==> src/rtl/iq_pkg.sv <==
// Shared constants for the instruction byte queue.
// Assumes a byte-addressed instruction space fetched as 32-bit words.
package iq_pkg;
    localparam int BYTE_W     = 8;
    localparam int WORD_BYTES = 4;
    localparam int WORD_W     = BYTE_W * WORD_BYTES;
    localparam int LEN_W      = 2;
    typedef logic [BYTE_W-1:0] byte_t;
endpackage

==> src/rtl/iq_store.sv <==
// Circular byte store with a four-byte read window.
// Appends a word minus 'push_skip' leading bytes at the tail and
// removes 'pop_len' bytes from the head. Flush empties it.
// Assumes the caller pushes only when four slots are free and pops
// only when at least pop_len bytes are held.
module iq_store
    import iq_pkg::*;
#(
    parameter int DEPTH = 8
) (
    input  logic                       clk,
    input  logic                       rst_n,
    input  logic                       flush,
    input  logic                       push_en,
    input  logic [1:0]                 push_skip,
    input  logic [WORD_W-1:0]          push_word,
    input  logic                       pop_en,
    input  logic [LEN_W-1:0]           pop_len,
    output logic [$clog2(DEPTH+1)-1:0] count,
    output logic [WORD_W-1:0]          window
);
    localparam int PTR_W = $clog2(DEPTH);
    localparam int CNT_W = $clog2(DEPTH+1);

    byte_t              slots [DEPTH];
    logic [PTR_W-1:0]   head;
    logic [PTR_W-1:0]   tail;
    logic [PTR_W-1:0]   lane_idx  [WORD_BYTES];
    logic               lane_en   [WORD_BYTES];
    byte_t              lane_byte [WORD_BYTES];
    logic [CNT_W-1:0]   push_n;
    logic [CNT_W-1:0]   pop_n;

    assign tail   = head + count[PTR_W-1:0];
    assign push_n = push_en ? CNT_W'(WORD_BYTES - int'(push_skip)) : '0;
    assign pop_n  = pop_en  ? CNT_W'(pop_len) : '0;

    // One write lane per word byte; lane l takes word byte skip+l.
    for (genvar l = 0; l < WORD_BYTES; l++) begin : g_lane
        logic [1:0] src;
        assign src          = push_skip + 2'(l);
        assign lane_en[l]   = push_en && (({1'b0, push_skip} + 3'(l)) <= 3'd3);
        assign lane_idx[l]  = tail + PTR_W'(l);
        assign lane_byte[l] = push_word[{src, 3'b000} +: BYTE_W];
    end

    // Window byte w is the byte w places after the head.
    for (genvar w = 0; w < WORD_BYTES; w++) begin : g_win
        assign window[w*BYTE_W +: BYTE_W] = slots[head + PTR_W'(w)];
    end

    // Pointer and count update: flush first, then pop and push together.
    always_ff @(posedge clk) begin
        if (!rst_n || flush) begin
            head  <= '0;
            count <= '0;
        end else begin
            head  <= head + pop_n[PTR_W-1:0];
            count <= count - pop_n + push_n;
        end
    end

    // Byte storage: write the enabled lanes at the tail.
    always_ff @(posedge clk) begin
        if (!rst_n) begin
            for (int s = 0; s < DEPTH; s++) slots[s] <= '0;
        end else if (!flush) begin
            for (int l = 0; l < WORD_BYTES; l++)
                if (lane_en[l]) slots[lane_idx[l]] <= lane_byte[l];
        end
    end
endmodule

==> src/rtl/iq_fetch.sv <==
// Fetch word pointer and post-redirect discard count.
// A redirect loads the target word and keeps the target's byte offset
// as the number of bytes to drop from the next accepted word.
module iq_fetch #(
    parameter int ADDR_W = 16
) (
    input  logic              clk,
    input  logic              rst_n,
    input  logic              redirect,
    input  logic [ADDR_W-1:0] redirect_addr,
    input  logic              accept,
    output logic [ADDR_W-1:0] word_addr,
    output logic [1:0]        skip
);
    localparam int WPTR_W = ADDR_W - 2;

    logic [WPTR_W-1:0] wptr;

    assign word_addr = {wptr, 2'b00};

    // Word pointer and skip: redirect reloads, accept steps and clears skip.
    always_ff @(posedge clk) begin
        if (!rst_n) begin
            wptr <= '0;
            skip <= '0;
        end else if (redirect) begin
            wptr <= redirect_addr[ADDR_W-1:2];
            skip <= redirect_addr[1:0];
        end else if (accept) begin
            wptr <= wptr + 1'b1;
            skip <= '0;
        end
    end
endmodule

==> src/rtl/iq_byte_queue.sv <==
// Instruction byte queue: word-wide refill, variable-length drain and
// realignment after a redirect. Requests a word while four slots are
// free. Assumes take_len is 1..3 and fetch_data matches fetch_addr
// when fetch_ready is high.
module iq_byte_queue
    import iq_pkg::*;
#(
    parameter int ADDR_W = 16,
    parameter int DEPTH  = 8
) (
    input  logic                       clk,
    input  logic                       rst_n,
    input  logic                       redir_valid,
    input  logic [ADDR_W-1:0]          redir_target,
    output logic                       fetch_req,
    output logic [ADDR_W-1:0]          fetch_addr,
    input  logic                       fetch_ready,
    input  logic [WORD_W-1:0]          fetch_data,
    output logic [WORD_W-1:0]          win_bytes,
    output logic                       win_valid,
    output logic [$clog2(DEPTH+1)-1:0] win_count,
    input  logic                       take_en,
    input  logic [LEN_W-1:0]           take_len
);
    localparam int CNT_W = $clog2(DEPTH+1);

    logic       accept;
    logic       pop;
    logic [1:0] skip;

    // Request while a whole word fits; accept unless a redirect cancels it.
    assign fetch_req = win_count <= CNT_W'(DEPTH - WORD_BYTES);
    assign accept    = fetch_req && fetch_ready && !redir_valid;

    // Valid when the held bytes cover the stated length.
    assign win_valid = (win_count != '0) && (win_count >= CNT_W'(take_len));
    assign pop       = take_en && win_valid && !redir_valid;

    iq_fetch #(.ADDR_W(ADDR_W)) u_fetch (
        .clk           (clk),
        .rst_n         (rst_n),
        .redirect      (redir_valid),
        .redirect_addr (redir_target),
        .accept        (accept),
        .word_addr     (fetch_addr),
        .skip          (skip)
    );

    iq_store #(.DEPTH(DEPTH)) u_store (
        .clk       (clk),
        .rst_n     (rst_n),
        .flush     (redir_valid),
        .push_en   (accept),
        .push_skip (skip),
        .push_word (fetch_data),
        .pop_en    (pop),
        .pop_len   (take_len),
        .count     (win_count),
        .window    (win_bytes)
    );
endmodule

==> config.mk <==
export PLATFORM = sky130hd
export DESIGN_NAME = iq_byte_queue
export DESIGN_NICKNAME = d
export VERILOG_FILES = /design/src/rtl/iq_pkg.sv /design/src/rtl/iq_store.sv /design/src/rtl/iq_fetch.sv /design/src/rtl/iq_byte_queue.sv
export SDC_FILE = /design/constraint.sdc
export NUM_CORES = 1
export LEC_CHECK = 0
export CAP_MARGIN = 40
export CELL_PAD_IN_SITES_DETAIL_PLACEMENT = 1
export CELL_PAD_IN_SITES_GLOBAL_PLACEMENT = 1
export CORE_ASPECT_RATIO = 0.5
export CORE_MARGIN = 5
export CORE_UTILIZATION = 47
export CTS_CLUSTER_DIAMETER = 80
export DETAILED_ROUTE_END_ITERATION = 6
export MAX_ROUTING_LAYER = met4
export PLACE_DENSITY = 0.95
export SYNTH_ARGS = -nofsm -noshare
export SYNTH_HDL_FRONTEND = slang
export SYNTH_SLANG_ARGS = --single-unit
==> constraint.sdc <==
create_clock -name clk -period 9.9 [get_ports clk]
set_clock_uncertainty 0.2 [all_clocks]
set_input_delay 1.98 -clock clk [delete_from_list [all_inputs] [get_ports clk]]
set_output_delay 1.98 -clock clk [all_outputs]
set_load 0.03 [all_outputs]
==> results.md, run 1 <==
* Initial DRT Pass Iterations at 7
* DRC at 1
* Vias per std cell at between 7 and 8
* Most crowded layer after global routing: met2
* Area occupied by multi-input gates at 5210 um^2
* RePlAce Congestion at 1.04
* Clock latency on the worst-skew pair at 0.36 ns
* Final period util at 0.603
* Layout cells sized above 1 at 0.174
* Ports at 109
* Num CTS Buffers at 9
* Grt met1 use at 0.441
* Vias in the first global route at 8203
* CP Class: primary input to output port
* Fin. Hold Viols at 0
* Setup bufs post-CTS at 0
* Worst min path class: flip-flop to flip-flop
* Failing checks: DRC
* First-pass GRT wire length at 51300 um
* Final worst slack at 3.93 ns
* Synth area leader: edfxtp_1
* Reg2reg end: u_store.slots[0][6]$_DFFE_PP_
* Leak Pwr at slightly above 3 nW
* Pre-CTS setup slack at 3.92 ns
* Final nets at between 900 and 1000
* Synth Instances at approximately 840
* Die Y at 102 um
* Setup violators final at 0
* EDFF count, synth at 64
* Crit path max fanout at 2
* Syn avg cell area at 9.55 um^2
* CTS tree: built
* Ys async rst share at 0
* CP endpoint: win_valid
* Antenna violations before repair at 1
* Final wirelength at 35000 um
* DR iter-0 viols at 1170
* DIE AREA at 19800 um^2
* Worst Setup SP: take_len[0]
* Setup TNS at 0 ns
* #FFs+latches synth at 87
* Cell variety after synth at 56
* Power, Total at 1.34 mW
* Pin count of the biggest net entering global routing at 61
* Warnings, synthesis at 0
* Clock Sink Count at just under 90
* Reg area at 2380 um^2
* R2R depth at 9
* RSZ-0062 raised after global routing: false
* Rows at 33
* Routed Antenna Nets at 0
* Global-route usage over all layers at 0.350
* Reg2Reg Launch Point: u_store.head[0]$_SDFF_PP0_
* Peak Freq at about 170 MHz
* Pwr/cell area at 141 nW/um^2
* Hold_ws at 0.371 ns
* Top_reg_cell synth: edfxtp_1
* Worst IR Drop VDD at 0.0000846 V
* CTS resizes at 0
* P&R area growth vs syn at 19.5%
* Seq/Total Area, Yosys at 0.299
* Slew at the pin closest to its max-slew limit at 0.970 ns
* Congestion Overflow GR at 0
* Critical path launch point type: primary input
* CTS root buffer: clkbuf_16
* Fillers at between 1500 and 2000
* CP endpoint kind: output port
* Area contributors post-synth: edfxtp_1 (24%), mux4_2 (12%), mux2_2 (8.6%), dfxtp_1 (5.8%), o21ai_0 (5.6%)
* Met2 Use GR at 0.545
* Worst Path Required at 7.72 ns
* Max Cap Violations at 0
* Max Slew Vio Count at 0
* Outcome: complete, but fails checks
* Initial Util at 0.483
* Synth top area share at 0.241
* Clock-pin slew on the worst setup and hold paths at 0.07 ns
* GRT met3 Usage at 0.0965
* Critical Path AT at between 3 and 4 ns
* Final min period at 5.97 ns
* R2r setup slk at 5.15 ns
* Commonest non-fill, non-tap cell in the layout: clkdlybuf4s50_1
* IO buf count at ~110
* Mapped Area at 7980 um^2
* Die X at 194 um
* CTS H-tree depth at 3
* Relative slew slack at 0.350
* Maximum clock path buffer count at 2
* Mean routed wirelength per cell at 30.7 um
* Core area at between 15000 and 20000 um^2
* Commonest cells after routing, fill and taps aside: clkdlybuf4s50_1 (106), o21ai_0 (89), nand2_1 (74), edfxtp_1 (64), mux2_2 (61)
* Vias at 8327
* Detailed Place HPWL at 26300 um
* Hold buffers post-CTS at 0
-- worst max-delay path: stages --
cell,delay [ns]
clkdlybuf4s50_1,0.44
ha_1,0.28
nand2b_1,0.10
a21oi_1,0.06
o21ai_0,0.22
clkdlybuf4s50_1,0.72
-- metal layers --
| layer | part of all wire | up-vias |
|---|---|---|
| li1 | - | 3406 |
| met1 | 0.38 | 4043 |
| met2 | 0.44 | 719 |
| met3 | 0.13 | 159 |
| met4 | 0.048 | 0 |
| met5 | 0 | - |
-- where the power goes --
part           internal [mW]  switching, mW  leakage (nW)  total [mW]
clock network          0.179          0.182         0.141       0.361
registers              0.427         0.0349         0.856       0.462
logic                  0.191          0.329          2.11       0.520
-- cells by family after synthesis --
kind of cell / count (synthesis) / synth area share
AOI/OAI and AO/OA: 271 / 0.214
adders and majority gates: 21 / 0.0367
and+or+nand+nor: 215 / 0.139
DFF: 87 / 0.299
buffers and inverters: 98 / 0.0511
other: 1 / 0.000470
xor gates and xnor gates: 25 / 0.0354
muxes: 118 / 0.225
-- worst min-delay path by stage --
stage / startpoint / end / depth (start not counted)
4_1_cts: u_fetch.wptr[13]$_SDFFE_PN0P_ / u_fetch.wptr[13]$_SDFFE_PN0P_ / 2
3_5_place_dp: u_fetch.wptr[13]$_SDFFE_PN0P_ / u_fetch.wptr[13]$_SDFFE_PN0P_ / 2
5_1_grt: u_fetch.wptr[13]$_SDFFE_PN0P_ / u_fetch.wptr[13]$_SDFFE_PN0P_ / 2
3_3_place_gp: u_fetch.wptr[13]$_SDFFE_PN0P_ / u_fetch.wptr[13]$_SDFFE_PN0P_ / 2
6_report: u_fetch.wptr[13]$_SDFFE_PN0P_ / u_fetch.wptr[13]$_SDFFE_PN0P_ / 2
2_1_floorplan: u_store.head[0]$_SDFF_PP0_ / u_store.head[0]$_SDFF_PP0_ / 2
-- flip-flops by register name (all words and copies together), names as in the netlist --
signal / count
u_store.slots: 64
u_fetch.wptr: 14
u_store.count: 4
u_store.head: 3
u_fetch.skip: 2
-- cell type report --
type | instances | area share
sequential | 87 | 0.250
tap | 227 | 0.0298
multi-input combinational | 652 | 0.547
clock buffer | 9 | 0.0236
antenna | 1 | 0.000263
timing repair buffer | 124 | 0.129
clock inverter | 7 | 0.00827
inverter | 31 | 0.0122
-- synthesized netlist by cell type, types with 5 or more instances --
master and count:
nor2_1 38, a221oi_1 11, inv_1 29, or3_1 5
o21ai_0 89, nor3_1 33, edfxtp_1 64, nor2b_1 7
a21oi_1 37, o31ai_1 40, mux2_2 61, dfxtp_1 23
xnor2_1 11, nand3_1 19, nand2_1 74, o22ai_1 27
mux4_2 43, buf_2 14, and2_1 8, a22oi_1 50
xor2_1 9, a31oi_1 5, buf_1 8, clkbuf_1 40
ha_1 17, mux2i_1 14
-- stage by stage --
| stage | cells | util | instance area, um^2 |
|---|---|---|---|
| final | 1138 | 0.577 | 9530 |
| after global routing | 1138 | 0.577 | 9530 |
| after CTS | 1137 | 0.577 | 9530 |
| after detailed placement | 1121 | 0.559 | 9230 |
| after global placement | 1110 | 0.552 | 9110 |
| after floorplan | 837 | - | 7980 |
(Power assumes the default switching activity.)
==> run 2: changes to the inputs <==
--- a/config.mk
+++ b/config.mk
@@ -10,11 +10,11 @@
 export CELL_PAD_IN_SITES_GLOBAL_PLACEMENT = 1
 export CORE_ASPECT_RATIO = 0.5
 export CORE_MARGIN = 5
-export CORE_UTILIZATION = 47
+export CORE_UTILIZATION = 39
 export CTS_CLUSTER_DIAMETER = 80
 export DETAILED_ROUTE_END_ITERATION = 6
 export MAX_ROUTING_LAYER = met4
-export PLACE_DENSITY = 0.95
+export PLACE_DENSITY = 0.87
 export SYNTH_ARGS = -nofsm -noshare
 export SYNTH_HDL_FRONTEND = slang
 export SYNTH_SLANG_ARGS = --single-unit
==> constraint.sdc (replaced) <==
create_clock -name clk -period 5.15 [get_ports clk]
set_clock_uncertainty 0.2 [all_clocks]
set_input_delay 1.03 -clock clk [delete_from_list [all_inputs] [get_ports clk]]
set_output_delay 1.03 -clock clk [all_outputs]
set_load 0.03 [all_outputs]
==> results.md, run 2 (synthesis gave the netlist of run 1 again) <==
* Vias in the first global route at 7803 (was 8203)
* DR iter-0 viols at 977 (was 1170)
* Commonest non-fill, non-tap cell in the layout: clkdlybuf4s50_1 (unchanged)
* CP Class: flip-flop to output port (was primary input to output port)
* Routed Antenna Nets at 0 (unchanged)
* Initial Util at 0.393 (was 0.483)
* Hold buffers post-CTS at 0 (unchanged)
* CTS H-tree depth at 3 (unchanged)
* DRC at 0 (was 1)
* First-pass GRT wire length at 49400 um (was 51300 um)
* Initial DRT Pass Iterations at 5 (was 7)
* Peak Freq at roughly 230 MHz
* Congestion Overflow GR at 0 (unchanged)
* RSZ-0062 raised after global routing: false (unchanged)
* Power, Total at 2.61 mW (was 1.34 mW)
* Outcome: complete, no violations (was complete, but fails checks)
* Clock latency on the worst-skew pair at 0.36 ns (about the same)
* Critical path launch point type: flip-flop (was primary input)
* Antenna violations before repair at 0 (was 1)
* Core area at 20300 um^2 (was 16500 um^2)
* Clock-pin slew on the worst setup and hold paths at 0.07 ns (about the same)
* Ant diodes at 0 (was 1)
* R2r setup slk at 0.98 ns (was 5.15 ns)
* CTS resizes at 0 (unchanged)
* CTS root buffer: clkbuf_16 (unchanged)
* Setup bufs post-CTS at 0 (unchanged)
* Ports at 109 (unchanged)
* Setup TNS at 0 ns (unchanged)
* P&R area growth vs syn at 21.3% (was 19.5%)
* Die Y at 111 um (was 102 um)
* Max FFs per register at 64 (unchanged)
* RePlAce Congestion at 1.03 (was 1.04)
* Die X at 212 um (was 194 um)
* Final wirelength at 33000 um (was 35000 um)
* Layout cells sized above 1 at 0.184 (was 0.174)
* Setup violators final at 0 (unchanged)
* IO buf count at 106 (unchanged)
* Vias at 7909 (was 8327)
* Final min period at 4.38 ns
* Critical Path AT at 3.15 ns (was 3.79 ns)
* Pwr/cell area at 270 nW/um^2 (was 141 nW/um^2)
* CTS tree: built (unchanged)
* Slew at the pin closest to its max-slew limit at 0.875 ns (was 0.970 ns)
* CP endpoint kind: output port (unchanged)
* Maximum clock path buffer count at 2 (unchanged)
* Fin. Hold Viols at 0 (unchanged)
* Max Cap Violations at 0 (unchanged)
* Final nets at 993 (was 981)
* Biggest register: u_store.slots (unchanged)
* Worst min path class: flip-flop to flip-flop (unchanged)
* Leak Pwr at 3.18 nW (was 3.11 nW)
* Final period util at 0.850
* Worst IR Drop VDD at 0.000168 V (was 0.0000846 V)
* Commonest cells after routing, fill and taps aside: clkdlybuf4s50_1 (106), o21ai_0 (89), nand2_1 (74), edfxtp_1 (64), mux2_2 (61) (unchanged)
* Pin count of the biggest net entering global routing at 40 (was 61)
* Num CTS Buffers at 9 (unchanged)
* Clock Sink Count at 87 (unchanged)
* Vias per std cell at 6.62 (was 7.32)
* Worst Path Required at 3.92 ns (was 7.72 ns)
* Relative slew slack at 0.415 (was 0.350)
* Detailed Place HPWL at 24800 um (was 26300 um)
* Mean routed wirelength per cell at 27.6 um (was 30.7 um)
* Global-route usage over all layers at 0.280 (was 0.350)
* DIE AREA at 23600 um^2 (was 19800 um^2)
* Rows at 37 (was 33)
* Max Slew Vio Count at 0 (unchanged)
* Biggest regs: u_store.slots (64), u_fetch.wptr (14), u_store.count (4) (unchanged)
* Crit path max fanout at 34 (was 2)
## run 2: final cells by class
cell class,count,area [um^2]
timing repair buffer,136,1300
tap,273,342
multi-input combinational,652,5200
fill,2263,10600
clock buffer,9,225
clock inverter,7,113
sequential,87,2380
inverter,31,116
## run 2: path summary, 6_finish.rpt
kind / start / endpoint / cells past startpoint
worst max-delay path: u_store.head[0]$_SDFF_PP0_ / win_bytes[27] / 7
worst min-delay path: u_fetch.wptr[13]$_SDFFE_PN0P_ / u_fetch.wptr[13]$_SDFFE_PN0P_ / 2
worst max register to register: u_store.head[0]$_SDFF_PP0_ / u_store.slots[1][7]$_DFFE_PP_ / 7
worst min register to register: u_fetch.wptr[13]$_SDFFE_PN0P_ / u_fetch.wptr[13]$_SDFFE_PN0P_ / 2
## run 2: layer usage
layer,global-route usage,wire length [um],share of wire,up-vias
met5,-,0,0,-
met4,0.105,1330,0.040,0
met3,0.0789,3700,0.11,98
met2,0.409,14400,0.44,484
met1,0.372,13500,0.41,3910
li1,-,-,-,3417
## run 2: worst max-delay path, stage by stage, from the launching register on
cell and delay (ns):
dfxtp_2 0.48, buf_4 0.44, inv_1 0.09, ha_1 0.23, xnor2_1 0.15, buf_4 0.23
mux4_2 0.54, clkdlybuf4s50_1 0.61
## run 2: power breakdown
| group | total, mW | internal (mW) | switching, mW | leakage [nW] |
|---|---|---|---|---|
| clock network | 0.758 | 0.436 | 0.321 | 0.161 |
| registers | 0.883 | 0.822 | 0.0615 | 0.856 |
| logic | 0.971 | 0.367 | 0.604 | 2.16 |
| total | 2.61 | 1.63 | 0.986 | 3.18 |
## run 2: through the flow
step           instance area, um^2  setup slack (ns)  cells  hold WS [ns]  utilization
4_1_cts                       9660             0.775   1194         0.393        0.475
3_5_place_dp                  9320             0.846   1178         0.371        0.459
2_1_floorplan                 7980              1.01    837         0.439            -
6_report                      9680             0.775   1195         0.383        0.476
3_3_place_gp                  9320             0.936   1177         0.364        0.458
5_1_grt                       9680             0.675   1195         0.424        0.476
